===== src/rtl/hpt_pkg.sv =====
package hpt_pkg;
  localparam logic [1:0] KIND_LOAD  = 2'd0;
  localparam logic [1:0] KIND_STORE = 2'd1;
  localparam logic [1:0] KIND_FETCH = 2'd2;

  localparam logic [2:0] PROT_WR = 3'b010;

  localparam int PAGE_SHIFT = 12;
  localparam int PGIDX_W    = 16;
  localparam int API_W      = 6;
  localparam int REF_BIT    = 8;
  localparam int CHG_BIT    = 7;

  typedef enum logic [2:0] {
    ST_IDLE,
    ST_RD0,
    ST_RD1,
    ST_WRR,
    ST_WRC,
    ST_FIN
  } walk_st_t;
endpackage


===== src/rtl/hpt_hash.sv =====
module hpt_hash import hpt_pkg::*; #(
  parameter int AW        = 32,
  parameter int VSID_W    = 24,
  parameter int HASH_W    = 19,
  parameter int MASK_W    = 9,
  parameter int GRP_SHIFT = 6
) (
  input  logic [VSID_W-1:0] vsid,
  input  logic [AW-1:0]     ea,
  input  logic [AW-1:0]     base,
  input  logic [MASK_W-1:0] mask,
  input  logic              pass,
  output logic [AW-1:0]     grp_addr,
  output logic [API_W-1:0]  api
);
  localparam int LOW_W = HASH_W - MASK_W;

  logic [PGIDX_W-1:0] pgidx;
  logic [VSID_W-1:0]  hash_full;
  logic [HASH_W-1:0]  hash_sel;
  logic [HASH_W-1:0]  hash_msk;

  always_comb begin
    pgidx     = ea[PAGE_SHIFT +: PGIDX_W];
    hash_full = vsid ^ VSID_W'(pgidx);
    hash_sel  = pass ? ~hash_full[HASH_W-1:0] : hash_full[HASH_W-1:0];
    hash_msk  = hash_sel & {mask, {LOW_W{1'b1}}};
    grp_addr  = base | (AW'(hash_msk) << GRP_SHIFT);
    api       = pgidx[PGIDX_W-1 -: API_W];
  end
endmodule


===== src/rtl/hpt_match.sv =====
module hpt_match import hpt_pkg::*; #(
  parameter int VSID_W = 24
) (
  input  logic [31:0]       word0,
  input  logic [VSID_W-1:0] vsid,
  input  logic [API_W-1:0]  api,
  input  logic              pass,
  output logic              match
);
  localparam int VSID_LSB = API_W + 1;

  logic valid_ok, pass_ok, tag_ok;

  always_comb begin
    valid_ok = word0[31];
    pass_ok  = (word0[API_W] == pass);
    tag_ok   = (word0[VSID_LSB +: VSID_W] == vsid) && (word0[API_W-1:0] == api);
    match    = valid_ok && pass_ok && tag_ok;
  end
endmodule


===== src/rtl/hpt_walker.sv =====
module hpt_walker import hpt_pkg::*; #(
  parameter int AW      = 32,
  parameter int VSID_W  = 24,
  parameter int MASK_W  = 9,
  parameter int HASH_W  = 19,
  parameter int ENTRIES = 8
) (
  input  logic              clk,
  input  logic              rst,
  input  logic              req_valid,
  output logic              req_ready,
  input  logic [VSID_W-1:0] req_vsid,
  input  logic [AW-1:0]     req_ea,
  input  logic [1:0]        req_kind,
  input  logic [2:0]        req_prot,
  input  logic [AW-1:0]     tbl_base,
  input  logic [MASK_W-1:0] tbl_mask,
  output logic              mem_req,
  output logic              mem_we,
  output logic [AW-1:0]     mem_addr,
  output logic [7:0]        mem_wbyte,
  input  logic              mem_rvalid,
  input  logic [31:0]       mem_rdata,
  output logic              done,
  output logic              res_hit,
  output logic              res_miss,
  output logic [AW-1:0]     res_raddr,
  output logic [2:0]        res_prot
);
  localparam int IDX_W     = $clog2(ENTRIES);
  localparam int ENT_SHIFT = 3;
  localparam int GRP_SHIFT = IDX_W + ENT_SHIFT;
  localparam logic [IDX_W-1:0] LAST_IDX = IDX_W'(ENTRIES - 1);

  walk_st_t          st;
  logic              pass_q;
  logic [IDX_W-1:0]  idx_q;
  logic [VSID_W-1:0] vsid_q;
  logic [AW-1:0]     ea_q;
  logic [1:0]        kind_q;
  logic [2:0]        prot_q;
  logic [AW-1:0]     base_q;
  logic [MASK_W-1:0] mask_q;
  logic [31:0]       w1_q;

  logic [AW-1:0]     grp_addr;
  logic [API_W-1:0]  api;
  logic              w0_match;
  logic [AW-1:0]     entry_addr;
  logic [31:0]       fin_w1;
  logic [2:0]        fin_prot;
  logic [AW-1:0]     fin_raddr;
  logic              is_store;

  hpt_hash #(
    .AW(AW), .VSID_W(VSID_W), .HASH_W(HASH_W), .MASK_W(MASK_W), .GRP_SHIFT(GRP_SHIFT)
  ) u_hash (
    .vsid(vsid_q), .ea(ea_q), .base(base_q), .mask(mask_q), .pass(pass_q),
    .grp_addr(grp_addr), .api(api)
  );

  hpt_match #(.VSID_W(VSID_W)) u_match (
    .word0(mem_rdata), .vsid(vsid_q), .api(api), .pass(pass_q), .match(w0_match)
  );

  always_comb begin
    entry_addr = grp_addr | AW'({idx_q, {ENT_SHIFT{1'b0}}});
    is_store   = (kind_q == KIND_STORE);
    fin_w1     = (st == ST_RD1) ? mem_rdata : w1_q;
    fin_prot   = prot_q & ~((!fin_w1[CHG_BIT] && !is_store) ? PROT_WR : 3'b000);
    fin_raddr  = {fin_w1[31:PAGE_SHIFT], ea_q[PAGE_SHIFT-1:0]};
    req_ready  = (st == ST_IDLE);
    mem_req    = (st == ST_RD0) || (st == ST_RD1) || (st == ST_WRR) || (st == ST_WRC);
    mem_we     = (st == ST_WRR) || (st == ST_WRC);
    mem_addr   = entry_addr;
    mem_wbyte  = 8'h00;
    case (st)
      ST_RD1: mem_addr = entry_addr | AW'(4);
      ST_WRR: begin
        mem_addr  = entry_addr | AW'(6);
        mem_wbyte = w1_q[15:8] | 8'h01;
      end
      ST_WRC: begin
        mem_addr  = entry_addr | AW'(7);
        mem_wbyte = w1_q[7:0] | 8'h80;
      end
      default: ;
    endcase
  end

  always_ff @(posedge clk) begin
    if (rst) begin
      st        <= ST_IDLE;
      pass_q    <= 1'b0;
      idx_q     <= '0;
      vsid_q    <= '0;
      ea_q      <= '0;
      kind_q    <= KIND_LOAD;
      prot_q    <= '0;
      base_q    <= '0;
      mask_q    <= '0;
      w1_q      <= '0;
      done      <= 1'b0;
      res_hit   <= 1'b0;
      res_miss  <= 1'b0;
      res_raddr <= '0;
      res_prot  <= '0;
    end else begin
      case (st)
        ST_IDLE: begin
          if (req_valid) begin
            vsid_q <= req_vsid;
            ea_q   <= req_ea;
            kind_q <= req_kind;
            prot_q <= req_prot;
            base_q <= tbl_base;
            mask_q <= tbl_mask;
            pass_q <= 1'b0;
            idx_q  <= '0;
            st     <= ST_RD0;
          end
        end
        ST_RD0: begin
          if (mem_rvalid) begin
            if (w0_match) begin
              st <= ST_RD1;
            end else if (idx_q != LAST_IDX) begin
              idx_q <= idx_q + 1'b1;
            end else if (!pass_q) begin
              pass_q <= 1'b1;
              idx_q  <= '0;
            end else begin
              res_hit  <= 1'b0;
              res_miss <= 1'b1;
              done     <= 1'b1;
              st       <= ST_FIN;
            end
          end
        end
        ST_RD1: begin
          if (mem_rvalid) begin
            w1_q <= mem_rdata;
            if (!mem_rdata[REF_BIT]) begin
              st <= ST_WRR;
            end else if (!mem_rdata[CHG_BIT] && is_store) begin
              st <= ST_WRC;
            end else begin
              res_hit   <= 1'b1;
              res_miss  <= 1'b0;
              res_raddr <= fin_raddr;
              res_prot  <= fin_prot;
              done      <= 1'b1;
              st        <= ST_FIN;
            end
          end
        end
        ST_WRR: begin
          if (mem_rvalid) begin
            if (!w1_q[CHG_BIT] && is_store) begin
              st <= ST_WRC;
            end else begin
              res_hit   <= 1'b1;
              res_miss  <= 1'b0;
              res_raddr <= fin_raddr;
              res_prot  <= fin_prot;
              done      <= 1'b1;
              st        <= ST_FIN;
            end
          end
        end
        ST_WRC: begin
          if (mem_rvalid) begin
            res_hit   <= 1'b1;
            res_miss  <= 1'b0;
            res_raddr <= fin_raddr;
            res_prot  <= fin_prot;
            done      <= 1'b1;
            st        <= ST_FIN;
          end
        end
        ST_FIN: begin
          done <= 1'b0;
          st   <= ST_IDLE;
        end
        default: st <= ST_IDLE;
      endcase
    end
  end

  AST_REQ_HOLD: assert property (@(posedge clk) disable iff (rst)
    (mem_req && !mem_rvalid) |=> (mem_req && $stable(mem_addr)));
  AST_DONE_FLAGS: assert property (@(posedge clk) disable iff (rst)
    done |-> (res_hit != res_miss));
  AST_DONE_PULSE: assert property (@(posedge clk) disable iff (rst)
    done |=> (!done && req_ready));
  AST_WR_OFFSET: assert property (@(posedge clk) disable iff (rst)
    (mem_req && mem_we) |-> (mem_addr[2:1] == 2'b11));
  AST_CHG_STORE_ONLY: assert property (@(posedge clk) disable iff (rst)
    (mem_req && mem_we && mem_addr[0]) |-> (kind_q == KIND_STORE));
  AST_IDLE_QUIET: assert property (@(posedge clk) disable iff (rst)
    req_ready |-> (!mem_req && !done));
endmodule


===== config.mk =====
export PLATFORM = sky130hd
export DESIGN_NAME = hpt_walker
export DESIGN_NICKNAME = d
export VERILOG_FILES = /design/src/rtl/hpt_pkg.sv /design/src/rtl/hpt_hash.sv /design/src/rtl/hpt_match.sv /design/src/rtl/hpt_walker.sv
export SDC_FILE = /design/constraint.sdc
export NUM_CORES = 1
export LEC_CHECK = 0
export CORE_ASPECT_RATIO = 1.1
export CORE_UTILIZATION = 45
export DETAILED_ROUTE_END_ITERATION = 8
export PLACE_DENSITY = 0.73
export SKIP_LAST_GASP = 1
export SLEW_MARGIN = 0
export SYNTH_ARGS = -nofsm -noshare
export SYNTH_HDL_FRONTEND = slang
export SYNTH_SLANG_ARGS = --single-unit

===== constraint.sdc =====
create_clock -name clk -period 2.5 [get_ports clk]
set_clock_uncertainty 0.05 [all_clocks]
set_input_delay 0.5 -clock clk [delete_from_list [all_inputs] [get_ports clk]]
set_output_delay 0.5 -clock clk [all_outputs]
set_load 0.005 [all_outputs]

; ---- Word level (Yosys, flattened, before mapping)
; Cells that the tools add are included.
[classes]
addsub = 1
n_eq_ne = 24
n_mux = 65
bitwise = 7
reduce_logical = 27
[op_table]
columns = cell, n
row1 = $mux 32, 7
row2 = $pmux 32 s3, 1
row3 = $mux 3, 20
row4 = $or 32x25->32, 1
row5 = $or 32x6->32, 1
row6 = $mux 1, 26
row7 = $eq 24x24->1, 1
row8 = $ne 2x2->1 const B, 11
row9 = $reduce_and 11->1, 2
row10 = $and 19x19->19, 1
row11 = $mux 19, 1
row12 = $not 19->19, 1
row13 = $xor 19x16->19, 1
row14 = $pmux 3 s3, 2
row15 = $pmux 8 s2, 1
row16 = $pmux 3 s5, 1
row17 = $reduce_and 7->1, 2
row18 = $reduce_and 5->1, 2
row19 = $ne 3x2->1 const B, 3
row20 = $pmux 1 s4, 2
row21 = $eq 3x2->1 const B, 2
row22 = $eq 3x3->1 const B, 2
row23 = $eq 6x6->1, 1
row24 = $logic_and 1x1->1, 6
row25 = other kinds (19), 26
[word_totals]
ff_bits = 175
input_bits = 138
out_inout_bits = 81
elab_cells = 139

; ---- Logic depth before layout (Yosys ltp)
; Gate-level depths: netlist of run 1.
[depth]
depth_word = 11
mapped_depth = 10

; ---- Modules after synthesis
; Synthesis of run 1 repeated with hierarchy kept, for this count alone.
[unflattened]
cells_unflattened = 961
hier_area_um2 = 8226.6
[by_module_without_submodules]
columns = mod, instances, cells_per_inst, area_per_inst_um2
row1 = hpt_walker, 1, 860, 7134.3
row2 = hpt_hash, 1, 59, 735.7
row3 = hpt_match, 1, 42, 356.6

; ---- Least setup slack after synthesis of run 1
; Ideal clock, no wire load.
[synth_path]
kind = register to register
from = register st[2]
to = register idx_q[0]
arrival_time_ns = 1.665
setup_slack_ns = 0.669
path_stages_with_launch = 7
period_less_slack_ns = 1.831
cell_sequence = dfxtp_1 -> buf_2 -> nand2b_4 -> or2_2 -> a21oi_1 -> nand3_1 -> a31o_2
[synth_between]
elab_chain_len = 3
word_cells_on_any_way = 9
[synth_lines]
columns = item, line_no
row1 = "start, declared", hpt_walker.sv:35  ; walk_st_t st;
row2 = "start signal, assigned", hpt_walker.sv:93  ; st <= ST_IDLE;
row3 = "start signal, assigned", hpt_walker.sv:120  ; st <= ST_RD0;
row4 = "start signal, assigned", hpt_walker.sv:126  ; st <= ST_RD1;
row5 = $eq 3x1->1 or $logic_not 3->1 (tied branches), hpt_walker.sv:109  ; case (st)
row6 = $ne 3x2->1 (no source line) (tied with other cells), -
row7 = $reduce_and 5->1 (no source line), -
row8 = "end signal, assigned", hpt_walker.sv:128  ; idx_q <= idx_q + 1'b1;
row9 = "end, declared", hpt_walker.sv:37  ; logic [IDX_W-1:0] idx_q;
; Several ways; a longest one is shown, not always the timed one.
; A chain may end at the register's enable or synchronous reset.

; ---- Worst setup path after layout of run 1
[layout_path]
from = register pass_q
to = output port mem_addr[17]
[layout_between]
elab_chain_len = 4
[layout_lines]
columns = item, line_no
row1 = "start, declared", hpt_walker.sv:36  ; logic pass_q;
row2 = "start signal, assigned", hpt_walker.sv:94  ; pass_q <= 1'b0;
row3 = "start signal, assigned", hpt_walker.sv:118  ; pass_q <= 1'b0;
row4 = "start signal, assigned", hpt_walker.sv:130  ; pass_q <= 1'b1;
row5 = $mux 19, hpt_hash.sv:26  ; hash_sel = pass ? ~hash_full[HASH_W-1:0] : hash_full[HASH_W-1:0];
row6 = $and 19x19->19, hpt_hash.sv:27  ; hash_msk = hash_sel & {mask, {LOW_W{1'b1}}};
row7 = $or 32x25->32, hpt_hash.sv:28  ; grp_addr = base | (AW'(hash_msk) << GRP_SHIFT);
row8 = $or 32x6->32, hpt_walker.sv:67  ; entry_addr = grp_addr | AW'({idx_q, {ENT_SHIFT{1'b0}}});
row9 = "end, declared", hpt_walker.sv:20  ; output logic [AW-1:0] mem_addr,
; Every way passes these cells.

==> impl_metrics.yaml, run 1 <==
power:
  power_frac_comb_pct: 25.9
  power.internal_mw: 5.60
  p_sw_share_pct: 29.8
  clock_power_share_pct: 33.3
  ir_drop_mv: 0.479
  seq_power_share_pct: 40.9
  power_density_nw_per_um2: 753
  p_total_mw: 7.98
  leakage_nw: 3.90
  p_sw_mw: 2.38
global_route:
  grt_pass1_wl_um: 32500
  grt_pass1_vias: 6223
  grt_usage_pct: 24.3
  antenna_found_initial: 0
  grt_start_max_net_pins: 83
  grt.overflow.total: 0
sta:
  whs_ps: 398
  setup_viol: 0
  drv_slew: 0
  hold_viol: 0
  rsz0062_at_grt: "yes"
  worst_slew_pin_slew_ps: 674
  final.setup.worst_slack_ps: 17.9
  period_needed_ps: 2480
  slew-limit-headroom_pct: 55.1
  period_share_pct: 99.3
  max_freq_mhz: 403
floorplan:
  core_sq_um: 15900
  pin_count: 219
  design.die.area_sq_um: 17000
  fp-row-count: 48
  dieHeight_um: 137
  start_util_pct: 46.5
  die_x_um: 124
critical_path:
  path_cells: "buf_12, xnor2_1, xnor2_1, a21o_1, clkdlybuf4s50_1"
  cp_common_cell: "xnor2_1"
  setup.worst_path.end_class: "output pin"
  r2r_setup_slack_ps: 420
  slowest_stage: "clkdlybuf4s50_1"
  crit_buf_inv: 2
  path_class: "reg -> out"
  r2r-start: "st[0]"
  cpPeakStageDelay_ps: 510
  start_kind: "flop"
  critPathArrivalTime_ps: 1930
  crit_fanout: 6
  crit_family: "buffers and inverters"
  reg2reg_to: "idx_q[0]"
  reg2reg_depth: 8
  worstPathRequired_ps: 1950
cells_and_area:
  layout-drive-gt1-share_pct: 9.15
  area_growth_pct: 43.1
  fin_cells: 1338
  final_cell_area_sq_um: 10600
  num-nets-final: 1264
run_status:
  status: "finished clean"
drt:
  antenna_left: 0
  drt_pass1_iterations: 4
  drt_iter0_drc: 483
  viasPerCell: 5.10
  wirelength_um: 20900
  dr_total_vias: 6822
  drc: 0
  wl_per_cell_um: 15.6
clock_tree:
  clk_path_buf_depth: 2
  clkTransAtPathRegs_ps: 70
  cts-root-buf: "clkbuf_16"
  clk_latency_ps: 420
  hold_buffers: 0
  cts_buffers: 17
  cts_tree: "done"
  cts_sinks: 174
  cts-htree-levels: 4
logic_synthesis:
  synth_xor_area_share_pct: 7.92
  synth_top_area_cell: "dfxtp_1"
  synth_edf_count: 0
  yosys-mux-area-fraction_pct: 3.53
  synth_adder_area_share_pct: 0.338
  synth_top_area_share_pct: 47.0
  yosys-top-cells-area: "dfxtp_1 (47%), nand2_1 (15%), a21oi_1 (10%)"
  synth_cell_type_count: 44
  async_flop_share_pct: 0
  yosys.area_share.simple_pct: 20.5
  yosysWarnings: 0
  syn_area_sq_um: 7410
  ys_seq_area_share_pct: 47.0
  ys_seq_elements: 174
  synth_top_flop_cell: "dfxtp_1"
  avgSynthCellArea_sq_um: 8.03
  synth_top_family_by_area: "simple AND/OR/NAND/NOR gates"
  syn-num-nets: 1063
  synth-compound-area-share_pct: 16.0
  syn-instance-count: 923
worst_hold_path:
  holdPathEnd: "base_q[9]"
  hold_path_startpoint: "base_q[9]"
  hold_path_class: "reg -> reg"
  hold_path_depth: 2
job:
  max-cap-violations: 0
placed_design:
  placed_area_sq_um: 9810
  port_buffers: 214
  hpwlAfterDp_um: 14700
  place_ws_ps: -84.1
  dp.cells: 1299
  gp_congestion: 0.841
-- cell usage after synthesis (2+ instances only) --
cell      number
nor4_1         2
a31o_2         2
mux2i_1       25
a31oi_1        2
xor2_1        13
xnor2_1       54
inv_1          4
nand2_1      297
ha_1           2
a21o_1        10
nor3_1         5
o21ai_0        5
a211oi_1      22
nand3b_1       3
and2_1         2
buf_2         24
a21oi_1      149
nand3_1        2
buf_4          8
clkbuf_1      37
nor2_1        31
dfxtp_1      174
a22o_1         6
nand2b_1      14
nand4_1        8
or2_2          4
-- what timing repair did --
action | CTS | global route
gates resized for setup | 7 | 23
buffers inserted | 3 | 2
gates cloned | 0 | 2
pin swaps | 0 | 8
endpoints found under the setup margin | 14 | 23
-- worst min-delay path, delay by kind of cell (launching register included) --
kind | cells | cell delay [ps]
flops | 1 | 310
simple gates | 1 | 50
compound gates | 1 | 50
-- flip-flops by register name, summed over array words and instances, names as in the netlist --
signal and count:
base_q 32, res_raddr 32, w1_q 31, ea_q 28, vsid_q 24, mask_q 9, idx_q 3, prot_q 3
res_prot 3, st 3, kind_q 2, done 1, pass_q 1, res_hit 1, res_miss 1
-- logic make-up after synthesis --
| family | count (synthesis) |
|---|---|
| DFF | 174 |
| AOI/OAI and AO/OA | 206 |
| xor gates and xnor gates | 67 |
| and+or+nand+nor | 373 |
| muxes | 26 |
| adders and majority gates | 2 |
| buffers and inverters | 75 |
-- per-layer routing --
layer	track usage, %	share of wire, %	wire length, um	vias up
met3	6.06	6.0	1250	31
met1	32.4	45	9420	3142
met5	0	0	0	-
li1	-	-	-	3445
met2	38.2	47	9790	204
met4	8.63	2.2	465	0
-- worst max path at each step --
stage	start	to	slack, ps	depth (start not counted)
5_1_grt	pass_q	mem_addr[18]	-60	5
2_1_floorplan	st[2]	idx_q[0]	670	6
3_3_place_gp	mem_rdata[21]	st[0]	-80	8
3_5_place_dp	mem_rdata[22]	st[0]	-80	8
4_1_cts	pass_q	mem_addr[17]	-30	5
6_report	pass_q	mem_addr[17]	20	5
-- power by group through the flow --
stage | registers, mW | clock network [mW] | logic, mW
finish | 3.26 | 2.66 | 2.06
global route | 3.30 | 2.80 | 2.26
CTS | 3.25 | 2.69 | 2.05
detailed placement | 3.31 | 0 | 2.01
global placement | 3.30 | 0 | 1.99
floorplan | 3.25 | 0 | 1.10
-- cell usage in the layout, fill, tap and decap left out, types with 19 or more instances in the layout --
| cell type | count |
|---|---|
| nand2_1 | 295 |
| clkdlybuf4s50_1 | 208 |
| dfxtp_1 | 171 |
| a21oi_1 | 149 |
| xnor2_1 | 50 |
| buf_4 | 30 |
| nor2_1 | 27 |
| mux2i_1 | 25 |
| a211oi_1 | 22 |
| clkbuf_16 | 19 |
-- per-stage QoR --
step                      utilization [%]  setup TNS (ps)
after floorplan                         -               0
after global placement               61.6            -206
after detailed placement             61.6            -274
after CTS                            65.5            -144
after global routing                 66.6            -174
final                                66.6               0
-- area by class of cell --
class / instances / area [sq um]
fillers: 1354 / 5320
multi-input cells: 674 / 3700
flip-flops and latches: 174 / 3490
repair buffers: 253 / 2550
clock buffers: 17 / 425
well taps: 200 / 250
clock inverters: 15 / 159
inverters: 4 / 15.0
diodes: 1 / 2.50
(Power assumes the default switching activity.)
==> run 2: changes to the inputs <==
- CORE_ASPECT_RATIO: 1.1 -> 1.5
- CTS_CLUSTER_DIAMETER: not set -> 80
==> impl_metrics.yaml, run 2 (synthesized netlist as in run 1, its figures left out) <==
placed_design:
  port_buffers: 214
  gp_congestion: 0.844
  dp.cells: 1310
  hpwlAfterDp_um: 15100
cells_and_area:
  layout-drive-gt1-share_pct: 9.61
  area_growth_pct: 43.3
  final_cell_mix: "nand2_1 (295), clkdlybuf4s50_1 (202), dfxtp_1 (170)"
  fin_cells: 1356
  layout_commonest_cell: "nand2_1"
  num-nets-final: 1272
  largestRegisters: "base_q x32, res_raddr x32, w1_q x31"
worst_hold_path:
  hold_path_class: "reg -> reg"
floorplan:
  die_x_um: 107
  design.die.area_sq_um: 17000
  pin_count: 219
  fp-row-count: 57
  start_util_pct: 46.0
  dieHeight_um: 159
  core_sq_um: 16100
clock_tree:
  cts_sinks: 174
  cts_buffers: 17
  cts-root-buf: "clkbuf_16"
  cts_tree: "done"
  cts-htree-levels: 4
  clkTransAtPathRegs_ps: 70
  clk_latency_ps: 420
  hold_buffers: 0
  clk_path_buf_depth: 2
drt:
  drt_iter0_drc: 308
  highest_layer: "met4"
  wl_per_cell_um: 15.5
  drc: 0
  viasPerCell: 5.01
  wl_met3_um: 1340
  wirelength_um: 21100
  antenna_left: 0
  dr_total_vias: 6799
  drt_pass1_iterations: 4
  wl_met2_um: 10800
  wl_met1_um: 8070
sta:
  period_needed_ps: 2540
  hold_viol: 0
  drv_slew: 0
  worst_slew_pin_slew_ps: 461
  slew-limit-headroom_pct: 69.1
  setup_viol: 6
  rsz0062_at_grt: "yes"
  final.setup.worst_slack_ps: -42.4
  max_freq_mhz: 393
  period_share_pct: 102
power:
  p_total_mw: 7.83
  ir_drop_mv: 0.438
  power_density_nw_per_um2: 738
  leakage_nw: 4.00
job:
  max-cap-violations: 0
run_status:
  status: "finished with violations"
  violations: "setup timing"
global_route:
  grt_pass1_wl_um: 33500
  grt_pass1_vias: 6597
  antenna_found_initial: 5
  grt_usage_pct: 25.2
  grt.overflow.total: 0
  grt_start_max_net_pins: 99
critical_path:
  crit_buf_inv: 2
  path_cells: "buf_12, xnor2_1, xnor2_2, a21o_1, clkdlybuf4s50_1"
  setup.worst_path.end_class: "output pin"
  slowest_stage: "clkdlybuf4s50_1"
  worstPathRequired_ps: 1950
  start_kind: "flop"
  cpPeakStageDelay_ps: 490
  path_class: "reg -> out"
  crit_family: "buffers and inverters"
  critPathArrivalTime_ps: 1990
  crit_fanout: 13
run 2: cell types whose count changed in the layout (fill, tap and decap cells not counted), moves of 2 or more:
cell	change
buf_4	+9
clkdlybuf4s50_1	-6
diode_2	+4
dlymetal6s2s_1	+4
xor2_1	-4
xor2_2	+4
xnor2_1	+3
clkbuf_16	-2
clkinvlp_4	-2
dlygate4sd2_1	+2
nor2_1	+2
xnor2_4	-2
run 2: worst paths after layout:
| kind | start | slack [ps] | to | depth (start not counted) |
|---|---|---|---|---|
| worst max register to register | vsid_q[5] | 480 | res_hit | 8 |
| worst min register to register | base_q[8] | 400 | base_q[8] | 2 |
| worst max-delay path | pass_q | -40 | mem_addr[16] | 5 |
| worst min-delay path | base_q[8] | 400 | base_q[8] | 2 |
run 2: final cells by class:
class                      instances  area, sq um
clock inverter                    14          130
multi-input combinational        674         3660
antenna                            5         12.5
fill                            1404         5510
inverter                           4         15.0
clock buffer                      18          439
sequential                       174         3490
tap                              206          258
timing repair buffer             261         2600
run 2: per-layer routing:
layer	vias to the layer above	global-route usage (%)
met5	-	0
met3	42	6.34
met1	3092	28.4
li1	3456	-
met2	209	42.6
met4	0	14.1
run 2: what timing repair did:
| action | 4_1_cts | 5_1_grt |
|---|---|---|
| setup buffers | 4 | 5 |
| pin swaps | 4 | 2 |
| resized for setup | 13 | 16 |
| endpoints found under the setup margin | 21 | 22 |
run 2: power by group:
| part | internal [mW] | switching, mW |
|---|---|---|
| clock network | 1.42 | 1.14 |
| registers | 3.05 | 0.208 |
| logic | 1.04 | 0.972 |
| total | 5.51 | 2.32 |
run 2: through the flow:
| step | worst slack (ps) | util (%) | hold slack (ps) | TNS (ps) | instance area [sq um] |
|---|---|---|---|---|---|
| 6_report | -42.4 | 65.8 | 399 | -103 | 10600 |
| 5_1_grt | -92.7 | 65.8 | 413 | -637 | 10600 |
| 4_1_cts | -44.2 | 65.1 | 402 | -225 | 10500 |
| 3_5_place_dp | -88.3 | 61.2 | 392 | -252 | 9870 |
| 3_3_place_gp | -117 | 61.2 | 386 | -465 | 9870 |
| 2_1_floorplan | 669 | - | 381 | 0 | 7410 |
run 2: worst min-delay path: cells and delay by family, from the launching register on:
kind               cells  cell delay, ps
DFF                    1             310
AOI/OAI and AO/OA      1              50
and+or+nand+nor        1              50
